File: src/rtl/sampclk_pkg.sv
package sampclk_pkg;
  // strobes from the phase controller into the timing datapath
  typedef struct packed {
    logic load;   // capture configuration and clear counters
    logic run;    // advance prescaler and period counters
  } dpStrobe_t;

  typedef enum logic [1:0] {
    PH_IDLE  = 2'd0,
    PH_SETUP = 2'd1,
    PH_HOLD  = 2'd2
  } phase_t;
endpackage

File: src/rtl/sampclk_datapath.sv
module sampclk_datapath
  import sampclk_pkg::*;
#(
  parameter int DIV_W = 6
) (
  input  logic             clk,
  input  logic             rstN,
  input  dpStrobe_t        strb,
  input  logic [DIV_W-1:0] cfgDiv,
  input  logic             cfgHighSel,
  input  logic [1:0]       cfgLowSel,
  output logic             periodEnd,
  output logic             highPhase
);
  localparam int LEN_W = 4;  // high (<=4) + low (<=4) ticks

  logic [DIV_W-1:0] divR, divCnt;
  logic [LEN_W-1:0] hiLen, perLen, baseCnt;
  logic tick;

  assign tick      = strb.run && (divCnt == divR);
  assign periodEnd = tick && (baseCnt == perLen - LEN_W'(1));
  assign highPhase = baseCnt < hiLen;

  always_ff @(posedge clk or negedge rstN) begin
    if (!rstN) begin
      divR    <= '0;
      hiLen   <= LEN_W'(2);
      perLen  <= LEN_W'(3);
      divCnt  <= '0;
      baseCnt <= '0;
    end else if (strb.load) begin
      divR    <= cfgDiv;
      hiLen   <= cfgHighSel ? LEN_W'(4) : LEN_W'(2);
      perLen  <= (cfgHighSel ? LEN_W'(4) : LEN_W'(2)) + LEN_W'(cfgLowSel) + LEN_W'(1);
      divCnt  <= '0;
      baseCnt <= '0;
    end else if (strb.run) begin
      if (tick) begin
        divCnt  <= '0;
        baseCnt <= periodEnd ? '0 : baseCnt + LEN_W'(1);
      end else begin
        divCnt <= divCnt + DIV_W'(1);
      end
    end
  end

  p_div_bound_r1: assert property (@(posedge clk) disable iff (!rstN)
    strb.run |-> (divCnt <= divR));
  p_len_bound_r3: assert property (@(posedge clk) disable iff (!rstN)
    strb.run |-> (baseCnt < perLen));
  p_cfg_frozen_r8: assert property (@(posedge clk) disable iff (!rstN)
    (strb.run && !strb.load) |=> ($stable(perLen) && $stable(hiLen) && $stable(divR)));
endmodule

File: src/rtl/sampclk_ctrl.sv
module sampclk_ctrl
  import sampclk_pkg::*;
#(
  parameter int SETUP_W = 4,
  parameter int GAP_W   = 8
) (
  input  logic               clk,
  input  logic               rstN,
  input  logic               enable,
  input  logic [SETUP_W-1:0] cfgSetupCnt,
  input  logic [GAP_W-1:0]   cfgHoldGap,
  input  logic               periodEnd,
  input  logic               highPhase,
  output dpStrobe_t          strb,
  output logic               smplClk,
  output logic               setupActive,
  output logic               holdActive
);
  localparam int IDX_W = (GAP_W > SETUP_W) ? GAP_W : SETUP_W;

  phase_t           phase;
  logic [IDX_W-1:0] perIdx, setupLast, gapR;
  logic             activePeriod;

  assign strb.load    = (phase == PH_IDLE) && enable;
  assign strb.run     = (phase != PH_IDLE);
  assign activePeriod = (phase == PH_SETUP) || ((phase == PH_HOLD) && (perIdx == gapR));
  assign smplClk      = activePeriod && highPhase;
  assign setupActive  = (phase == PH_SETUP);
  assign holdActive   = (phase == PH_HOLD);

  always_ff @(posedge clk or negedge rstN) begin
    if (!rstN) begin
      phase     <= PH_IDLE;
      perIdx    <= '0;
      setupLast <= '0;
      gapR      <= '0;
    end else if (strb.load) begin
      phase     <= PH_SETUP;
      perIdx    <= '0;
      setupLast <= IDX_W'(cfgSetupCnt);
      gapR      <= IDX_W'(cfgHoldGap);
    end else if (periodEnd) begin
      if (!enable) begin
        phase  <= PH_IDLE;
        perIdx <= '0;
      end else if (phase == PH_SETUP) begin
        if (perIdx == setupLast) begin
          phase  <= PH_HOLD;
          perIdx <= '0;
        end else begin
          perIdx <= perIdx + IDX_W'(1);
        end
      end else begin
        perIdx <= (perIdx == gapR) ? '0 : perIdx + IDX_W'(1);
      end
    end
  end

  p_status_excl_r4: assert property (@(posedge clk) disable iff (!rstN)
    !(setupActive && holdActive));
  p_setup_to_hold_r5: assert property (@(posedge clk) disable iff (!rstN)
    (setupActive && periodEnd && enable && perIdx == setupLast) |=> (holdActive && !setupActive));
  p_no_early_stop_r6: assert property (@(posedge clk) disable iff (!rstN)
    (strb.run && !periodEnd) |=> strb.run);
  p_stop_quiet_r6: assert property (@(posedge clk) disable iff (!rstN)
    (strb.run && periodEnd && !enable) |=> (!smplClk && !setupActive && !holdActive));
  p_no_restart_r7: assert property (@(posedge clk) disable iff (!rstN)
    strb.run |-> !strb.load);
endmodule

File: src/rtl/sampclk_seq.sv
module sampclk_seq #(
  parameter int DIV_W   = 6,
  parameter int SETUP_W = 4,
  parameter int GAP_W   = 8
) (
  input  logic               clk,
  input  logic               rstN,
  input  logic               enable,
  input  logic [DIV_W-1:0]   cfgDiv,
  input  logic               cfgHighSel,
  input  logic [1:0]         cfgLowSel,
  input  logic [SETUP_W-1:0] cfgSetupCnt,
  input  logic [GAP_W-1:0]   cfgHoldGap,
  output logic               smplClk,
  output logic               setupActive,
  output logic               holdActive
);
  import sampclk_pkg::*;

  dpStrobe_t strb;
  logic      periodEnd, highPhase;

  sampclk_ctrl #(.SETUP_W(SETUP_W), .GAP_W(GAP_W)) u_ctrl (
    .clk(clk), .rstN(rstN), .enable(enable),
    .cfgSetupCnt(cfgSetupCnt), .cfgHoldGap(cfgHoldGap),
    .periodEnd(periodEnd), .highPhase(highPhase),
    .strb(strb), .smplClk(smplClk),
    .setupActive(setupActive), .holdActive(holdActive)
  );

  sampclk_datapath #(.DIV_W(DIV_W)) u_dp (
    .clk(clk), .rstN(rstN), .strb(strb),
    .cfgDiv(cfgDiv), .cfgHighSel(cfgHighSel), .cfgLowSel(cfgLowSel),
    .periodEnd(periodEnd), .highPhase(highPhase)
  );

  p_quiet_in_reset_r9: assert property (@(posedge clk)
    !rstN |-> (!smplClk && !setupActive && !holdActive));
endmodule

File: config.mk
export PLATFORM = sky130hd
export DESIGN_NAME = sampclk_seq
export DESIGN_NICKNAME = d
export VERILOG_FILES = /design/src/rtl/sampclk_pkg.sv /design/src/rtl/sampclk_datapath.sv /design/src/rtl/sampclk_ctrl.sv /design/src/rtl/sampclk_seq.sv
export SDC_FILE = /design/constraint.sdc
export NUM_CORES = 1
export LEC_CHECK = 0
export ABC_AREA = 0
export BUFFER_PORTS_ARGS = -buffer_cell sky130_fd_sc_hd__buf_2
export CAP_MARGIN = 20
export CELL_PAD_IN_SITES_DETAIL_PLACEMENT = 1
export CELL_PAD_IN_SITES_GLOBAL_PLACEMENT = 2
export CORE_UTILIZATION = 36
export DETAILED_ROUTE_END_ITERATION = 10
export PLACE_DENSITY = 0.78
export REMOVE_ABC_BUFFERS = 1
export SKIP_CTS_REPAIR_TIMING = 1
export SLEW_MARGIN = 20
export SYNTH_ARGS = -nofsm -noshare
export SYNTH_HDL_FRONTEND = slang
export SYNTH_SLANG_ARGS = --single-unit
File: constraint.sdc
create_clock -name clk -period 2.75 [get_ports clk]
set_clock_uncertainty 0.15 [all_clocks]
set_input_delay 0.4125 -clock clk [delete_from_list [all_inputs] [get_ports clk]]
set_output_delay 0.4125 -clock clk [all_outputs]
set_load 0.02 [all_outputs]
Word-level counts from Yosys, hierarchy flattened
Index checks and enable logic that the tools add are counted.
{ "classes": {"add_sub_neg": 6, "n_eq_ne": 8, "reduce_logical": 13, "n_shift": 0, "n_mux": 19, "order_cmp": 1, "n_div": 0, "n_mul": 0, "n_bitwise": 0} }
{ "ops": {"columns": ["operator", "n"], "rows": [
  ["two-way mux 8 bit", 6],
  ["two-way mux 6 bit", 3],
  ["two-way mux 4 bit", 4],
  ["two-way mux 2 bit", 5],
  ["adder 4 x 1 -> 4 bit (second input constant)", 2],
  ["adder 8 x 1 -> 8 bit (second input constant)", 1],
  ["== test 8 x 4 -> 1 bit", 1],
  ["== test 8 bit", 1],
  ["nonzero test 2 bit", 4],
  ["adder 6 x 1 -> 6 bit (second input constant)", 1],
  ["== test 6 bit", 1],
  ["!= test 3 x 1 -> 1 bit (second input constant)", 2],
  ["logical AND 1 bit", 5],
  ["adder 4 x 2 -> 4 bit", 1],
  ["== test 4 bit", 1],
  ["less-than comparator 4 bit", 1],
  ["subtractor 4 x 1 -> 4 bit (second input constant)", 1],
  ["two-way mux 3 bit", 1],
  ["AND reduction 3 bit", 1],
  ["== test 2 x 1 -> 1 bit (second input constant)", 1],
  ["== test 2 bit (second input constant)", 1],
  ["zero test 2 bit", 1],
  ["AND reduction 2 bit", 1],
  ["logical OR 1 bit", 1]
]} }
{ "totals": {"mem_bits_rw": 0, "memories": 0, "latch_bits": 0, "elab_cells": 56, "output_inout_bits": 3, "rom_bits": 0, "input_bits": 24, "regBits": 46} }

Depth between registers and ports, before layout
Gate-level depths: netlist of the first run.
{ "depth": {"depth_word": 7, "depth_mapped": 8, "mapped_depth_nobuf": 8} }

Modules after synthesis
A second synthesis of the first run with hierarchy kept.
{ "unflattened": {"cells_unflattened": 219, "hier_area_um2": 2428.6} }
{ "by_module_without_submodules": {"columns": ["module", "seq_area_each_um2", "area_per_inst_um2", "instances", "cells_per_inst"], "rows": [
  ["sampclk_datapath", 554.3, 1221.2, 1, 111],
  ["sampclk_ctrl", 550.5, 1207.4, 1, 108]
]} }

Worst setup path before layout of the first run
OpenSTA, ideal clock, no wires.
{ "synth_timing": {"path_kind": "register to output", "startpoint": "reg u_ctrl.perIdx[3]", "endpoint": "out smplClk", "path_buffers": 1, "path_slack_ps": 17, "stages_incl_launch_ff": 7, "arrival_time_ps": 2170, "required_ps": 2188, "cell_sequence": "dfrtp_1 > buf_2 > xnor2_1 > nand4_1 > nor2_1 > a21oi_1 > a2111oi_0"} }
{ "synth_via": {"elab_chain_cells": 4} }
{ "synth_rtl": {"columns": ["item", "line_no", "rtl"], "rows": [
  ["start, declared", "sampclk_ctrl.sv:22", "logic [IDX_W-1:0] perIdx, setupLast, gapR;"],
  ["start signal, assigned", "sampclk_ctrl.sv:52", "perIdx <= perIdx + IDX_W'(1);"],
  ["start signal, assigned", "sampclk_ctrl.sv:55", "perIdx <= (perIdx == gapR) ? '0 : perIdx + IDX_W'(1);"],
  ["== test 8 bit", "sampclk_ctrl.sv:27", "assign activePeriod = (phase == PH_SETUP) || ((phase == PH_HOLD) && (perIdx == gapR));"],
  ["logical AND 1 bit", "sampclk_ctrl.sv:27", null],
  ["logical OR 1 bit", "sampclk_ctrl.sv:27", null],
  ["logical AND 1 bit", "sampclk_ctrl.sv:28", "assign smplClk = activePeriod && highPhase;"],
  ["end, declared", "sampclk_seq.sv:14", "output logic smplClk,"]
]} }
Every way passes these cells.

Worst setup path after layout of the first run
Same ends and word-level chain as after synthesis.

==> impl_results.md, run 1 <==
* Yosys reg bits at 44
* Synth Cell Area at ~2400 sq um
* Routed wire length at ~5.4 mm
* ANT nets after route at 0
* Arr. time, crit path at 2.00 ns
* Fin util at 0.430
* Layout cell share with drive strength beyond 1 at 0.193
* GRT Total Usage at 0.177
* Footprint of the multi-input gates at ~1200 sq um
* Die area at roughly 7000 sq um
* Die X at between 80 and 90 microns
* Largest net degree at the start of global routing at 18
* Period Utilization, post-route at 0.934
* Crit path to: smplClk
* Cts bufs inserted at 5
* CP max FO at 7
* CP startpoint: u_ctrl.perIdx[3]
* Pre-CTS setup slack at between 0.3 and 0.4 ns
* DRC marker count from the first detailed-route iteration at 90
* CTS tree: built
* Final Wtd Congestion at 0.768
* CTS max path bufs at 2
* Post-synthesis compound-gate area fraction at 0.114
* Antenna cells at 0
* Adder-cell share of the synthesized area at 0.0449
* CP Capture Type: output port
* Final Hold Fails at 0
* Vias in the first global route at between 2,000 and 2,500
* Maximum Capacitance Violations at 0
* Reg2reg start: u_dp.perLen[0]
* Layout filler cell count at ~780
* Max rail drop VDD at between 400 and 500 uV
* Cells after synthesis at 262
* Synth unique cells at between 40 and 50
* Number of setup violations in the final report at 0
* Synth warnings at 0
* Placement Cell Area at roughly 2600 sq um
* Hpwl dp at a little over 4 mm
* Core area at roughly 6400 sq um
* WP data required at around 2.2 ns
* Synth-to-layout area growth at 14.6%
* Asr flop ratio synth at 1.00
* Fin crit period at 2.57 ns
* Top Ports at 27
* Largest family of logic cells by synthesized area: simple AND/OR/NAND/NOR gates
* CP Class: register to output port
* Ys flop type: dfrtp_1
* IO Port Bufs at 26
* RSZ-0062 raised after global routing: false
* Setup slack, reg-to-reg at between 0.3 and 0.4 ns
* Via-per-instance ratio at approximately 5.0
* Slew Limit Fails at 0
* DR vias at 1,856
* Final Non-Filler Cells at ~370
* Post-route cell area at around 2700 sq um
* DR WL/cell at 14.6 microns
* EDFF count, synth at 0
* Clk sinks at 44
* Status: finished, final reports clean
* Clock H-tree levels at 2
* Worst Max-Slew Pin Slew at approximately 0.56 ns
* DRC Markers at 0
* P_leak at 1.25 nW
* CP startpoint kind: register
* Worst R2R Path Depth at 7
* Clk_lat worst skew at 0.30 ns
* Simple-gate share of the synthesized area at 0.247
* Site Rows at 29
* Seq/Total Area, Yosys at 0.461
* Post-synthesis mux area share at 0
* Fin nets at between 300 and 400
* Congestion Overflow GR at 0
* Slew Limit Headroom at 0.621
* Drt first pass iters at 4
* Syn Area/Cell at 9.15 sq um
* Clock root buffer: clkbuf_8
* Final worst slack at 0.183 ns
* Initial antenna violation count at 0
* Starting Density at 0.375
* First-pass GRT wire length at 9.96 mm
* Worst r2r dst: u_ctrl.perIdx[3]
* Tot Pwr at 0.00269 W
* Clk pin slew, worst setup/hold paths at roughly 0.090 ns
* Worst Hold Class: input pin to register
* FF/Latch Area at 1100 sq um
* PD cells at a little under 1000 nW/um^2
* XOR/XNOR Fraction of Synth Area at 0.0986
* Fmax at between 300 and 400 MHz
* Placed cell count at about 360
* Die height at about 84 microns
-- worst max-delay path, cell delays in order, from the launching register on --
cell	delay [ns]
dfrtp_1	0.47
xnor2_1	0.20
nand4_1	0.13
nor2_2	0.19
a21oi_1	0.12
a2111oi_2	0.38
buf_2	0.23
-- through the flow --
stage	setup TNS (ns)	hold slack (ns)
floorplan	0	-0.0331
global placement	0	0.185
detailed placement	0	0.189
CTS	-0.0442	-0.132
global route	0	0.161
finish	0	0.148
-- sequential cells by signal, indices dropped and copies added (netlist names) --
register	cells
u_dp.hiLen	2
u_dp.baseCnt	4
u_ctrl.gapR	8
u_ctrl.setupLast	4
u_dp.divR	6
u_dp.divCnt	6
u_ctrl.perIdx	8
u_dp.perLen	4
u_ctrl.phase	2
-- per-layer routing --
layer | wire, microns | track usage
met3 | 100 | 0.0237
met1 | 2660 | 0.252
met2 | 2600 | 0.282
met5 | 0 | 0
met4 | 74 | 0.0508
-- Yosys cell counts (2+ instances only) --
library cell   n  area share
a21oi_1       14       0.029
xor2_1         7       0.026
nand3b_1       4       0.013
nor3_1         2      0.0042
nand2b_1       5       0.013
or3_1          2      0.0052
and2_1         2      0.0052
clkbuf_1       3      0.0047
dfrtp_1       41        0.43
ha_1           7       0.037
buf_2          5       0.010
nand3_1        7       0.015
nor4_4         2       0.018
or2_2          2      0.0052
inv_1         12       0.019
xnor2_1       20       0.073
dfstp_2        3       0.033
o21ai_0       11       0.023
nand2_1       75        0.12
nor2b_1        2      0.0052
nor2_1         8       0.013
nand4_1        4       0.010
o22ai_1        5       0.013
-- logic make-up after synthesis --
group | count (synthesis)
flops | 44
fa+ha+maj | 8
compound gates | 41
buf+inv | 20
simple gates | 122
xor+xnor | 27
-- power breakdown --
part	total [W]	switching (W)	internal, W
logic	0.00102	0.000529	0.000490
registers	0.00124	0.000303	0.000941
clock network	0.000424	0.000224	0.000201
total	0.00269	0.00106	0.00163
-- cell usage in the layout (no fill, tap or decap), types with 3 or more instances in the layout --
cell,instances
nand2b_1,5
xor2_1,7
clkbuf_8,6
dfstp_2,3
a21oi_1,14
nand4_1,4
inv_1,12
buf_2,26
nand3b_1,4
nand3_1,7
xnor2_1,20
o21ai_0,11
nand2_1,75
ha_1,7
o22ai_1,5
nor2_1,6
buf_4,6
dfrtp_1,41
-- area by class of cell --
cell class              count  share of cell area
clock buffers               6              0.0301
inverters                  12              0.0164
multi-input cells         198               0.445
flip-flops and latches     44               0.402
well taps                  77              0.0351
repair buffers             33              0.0674
clock inverters             2             0.00364
-- how the worst min path moves through the flow --
stage | start | end | slack (ns) | cells past startpoint
global placement | rstN | u_ctrl.setupLast[0] | 0.18 | 1
global route | cfgDiv[1] | u_dp.divR[1] | 0.16 | 3
CTS | rstN | u_ctrl.setupLast[2] | -0.13 | 1
finish | cfgDiv[4] | u_dp.divR[4] | 0.15 | 3
floorplan | rstN | u_ctrl.gapR[0] | -0.03 | 0
detailed placement | rstN | u_ctrl.setupLast[2] | 0.19 | 1
Note: power is estimated with default switching activity, not from simulation.
==> run 2, diff against run 1 <==
--- a/config.mk
+++ b/config.mk
@@ -12,6 +12,7 @@
 export CELL_PAD_IN_SITES_GLOBAL_PLACEMENT = 2
 export CORE_UTILIZATION = 36
 export DETAILED_ROUTE_END_ITERATION = 10
+export GPL_TIMING_DRIVEN = 0
 export PLACE_DENSITY = 0.78
 export REMOVE_ABC_BUFFERS = 1
 export SKIP_CTS_REPAIR_TIMING = 1
==> impl_results.md, run 2 (synthesis gave the netlist of run 1 again) <==
* Hold Path Origin: cfgHoldGap[1]
* FF/Latch Area at about 1100 sq um
* WP data required at 2.19 ns
* Post-route cell area at about 2700 sq um
* Number of setup violations in the final report at 0
* CP max FO at 5
* Worst R2R Path Depth at 6
* Period Utilization, post-route at 0.937
* IO Port Bufs at 26
* Worst Max-Slew Pin Slew at slightly below 0.9 ns
* Clk_lat worst skew at roughly 0.3 ns
* Cts bufs inserted at 5
* Initial antenna violation count at 0
* Placement Cell Area at 2620 sq um
* Site Rows at 29
* Seq pwr share at 0.460
* Synth-to-layout area growth at 14.5%
* Clock power share at 0.166
* DR vias at 1,855
* Cell Chain, Critical Path: xnor2_1 > nand4_1 > nor2_2 > a21oi_1 > a2111oi_2 > buf_2
* DR WL/cell at between 10 and 15 microns
* Crit-path max cell delay at about 0.45 ns
* DRC Markers at 0
* Worst hold margin at ~0.15 ns
* PD cells at slightly below 1000 nW/um^2
* Arr. time, crit path at roughly 2 ns
* Hold endpoint: u_ctrl.gapR[1]
* Routed wire length at slightly above 5 mm
* Final Hold Fails at 0
* Clock H-tree levels at 2
* Maximum Capacitance Violations at 0
* Via-per-instance ratio at between 5 and 6
* Worst Hold Class: input pin to register
* Starting Density at 0.375
* CP Class: register to output port
* Layout cell share with drive strength beyond 1 at 0.179
* First-pass GRT wire length at between 9 and 10 mm
* Die height at ~84 microns
* Congestion Overflow GR at 0
* Status: finished, final reports clean
* Die X at around 84 microns
* Die area at 6990 sq um
* Commonest non-fill, non-tap cell in the layout: nand2_1
* Clk sinks at 44
* Logic pwr share at 0.374
* WP depth at 6
* CP startpoint: u_ctrl.perIdx[2]
* Worst r2r dst: u_ctrl.perIdx[3]
* DRC marker count from the first detailed-route iteration at roughly 90
* Slew Limit Headroom at 0.416
* Max rail drop VDD at 603 uV
* Worst path slowest cell: dfrtp_1
* P_leak at approximately 1.2 nW
* Bufs and invs on worst path at 1
* Clk pin slew, worst setup/hold paths at around 0.080 ns
* Final Wtd Congestion at around 0.74
* Reg2reg start: u_ctrl.phase[1]
* Regs by FF count: u_ctrl.gapR (8), u_ctrl.perIdx (8)
* Largest net degree at the start of global routing at 45
* ANT nets after route at 0
* Top Ports at 27
* Final Non-Filler Cells at 367
* Vias in the first global route at 1,942
* Hold path depth at 3
* GRT Total Usage at 0.167
* Int Pwr at roughly 0.0017 W
* Most frequent cells in the layout: nand2_1, dfrtp_1, buf_2, xnor2_1, a21oi_1
* Layout filler cell count at around 760
* Critical path's top delay family: compound AO/OA/AOI/OAI gates
* Antenna cells at 0
* CP Capture Type: output port
* CTS max path bufs at 2
* Setup slack, reg-to-reg at approximately 0.27 ns
* Fin nets at 321
* Placed cell count at between 300 and 400
* Drt first pass iters at 4
* Tot Pwr at between 0.002 and 0.003 W
* Psw at 0.00105 W
* Clock root buffer: clkbuf_8
* Fin crit period at 2.58 ns
* Switching Share at 0.387
* Hpwl dp at 3.66 mm
* CTS tree: built
* Fmax at between 300 and 400 MHz
* Core area at between 6000 and 7000 sq um
* Slew Limit Fails at 0
* CP startpoint kind: register
* Footprint of the multi-input gates at 1230 sq um
==> run 2: layout make-up <==
type	count	share of cell area
Inverter	12	0.0164
Multi-Input combinational cell	198	0.447
Tap cell	77	0.0351
Sequential cell	44	0.403
Timing Repair Buffer	28	0.0620
Clock buffer	8	0.0365
==> run 2: power groups by stage <==
stage	Clock, W	Combinational, W	Sequential [W]
after floorplan	0	0.000825	0.00117
after global placement	0	0.000962	0.00125
after detailed placement	0	0.00100	0.00126
after CTS	0.000467	0.00101	0.00125
after global routing	0.000491	0.00116	0.00129
final	0.000448	0.00101	0.00124
==> run 2: worst max path at each step <==
stage | endpoint | slack, ns
finish | smplClk | 0.17
global route | u_ctrl.perIdx[3] | -0.01
floorplan | smplClk | 0.05
CTS | smplClk | -0.13
detailed placement | smplClk | 0.23
global placement | u_ctrl.perIdx[3] | -0.77
==> run 2: layer usage <==
metal | track usage | vias up | part of all wire
li1 | - | 928 | -
met1 | 0.228 | 905 | 0.49
met2 | 0.265 | 15 | 0.47
met3 | 0.0297 | 7 | 0.021
met4 | 0.0601 | 0 | 0.016
met5 | 0 | - | 0
==> run 2: through the flow <==
| stage | setup WS (ns) | utilization | TNS [ns] |
|---|---|---|---|
| 2_1_floorplan | 0.0534 | - | 0 |
| 3_3_place_gp | -0.767 | 0.405 | -11.65 |
| 3_5_place_dp | 0.228 | 0.411 | 0 |
| 4_1_cts | -0.128 | 0.426 | -0.128 |
| 5_1_grt | -0.0145 | 0.430 | -0.0145 |
| 6_report | 0.173 | 0.430 | 0 |
==> run 2: worst min-delay path: cells and delay by family <==
kind,cells,cell delay [ns]
buffers and inverters,1,0.07
and+or+nand+nor,2,0.08
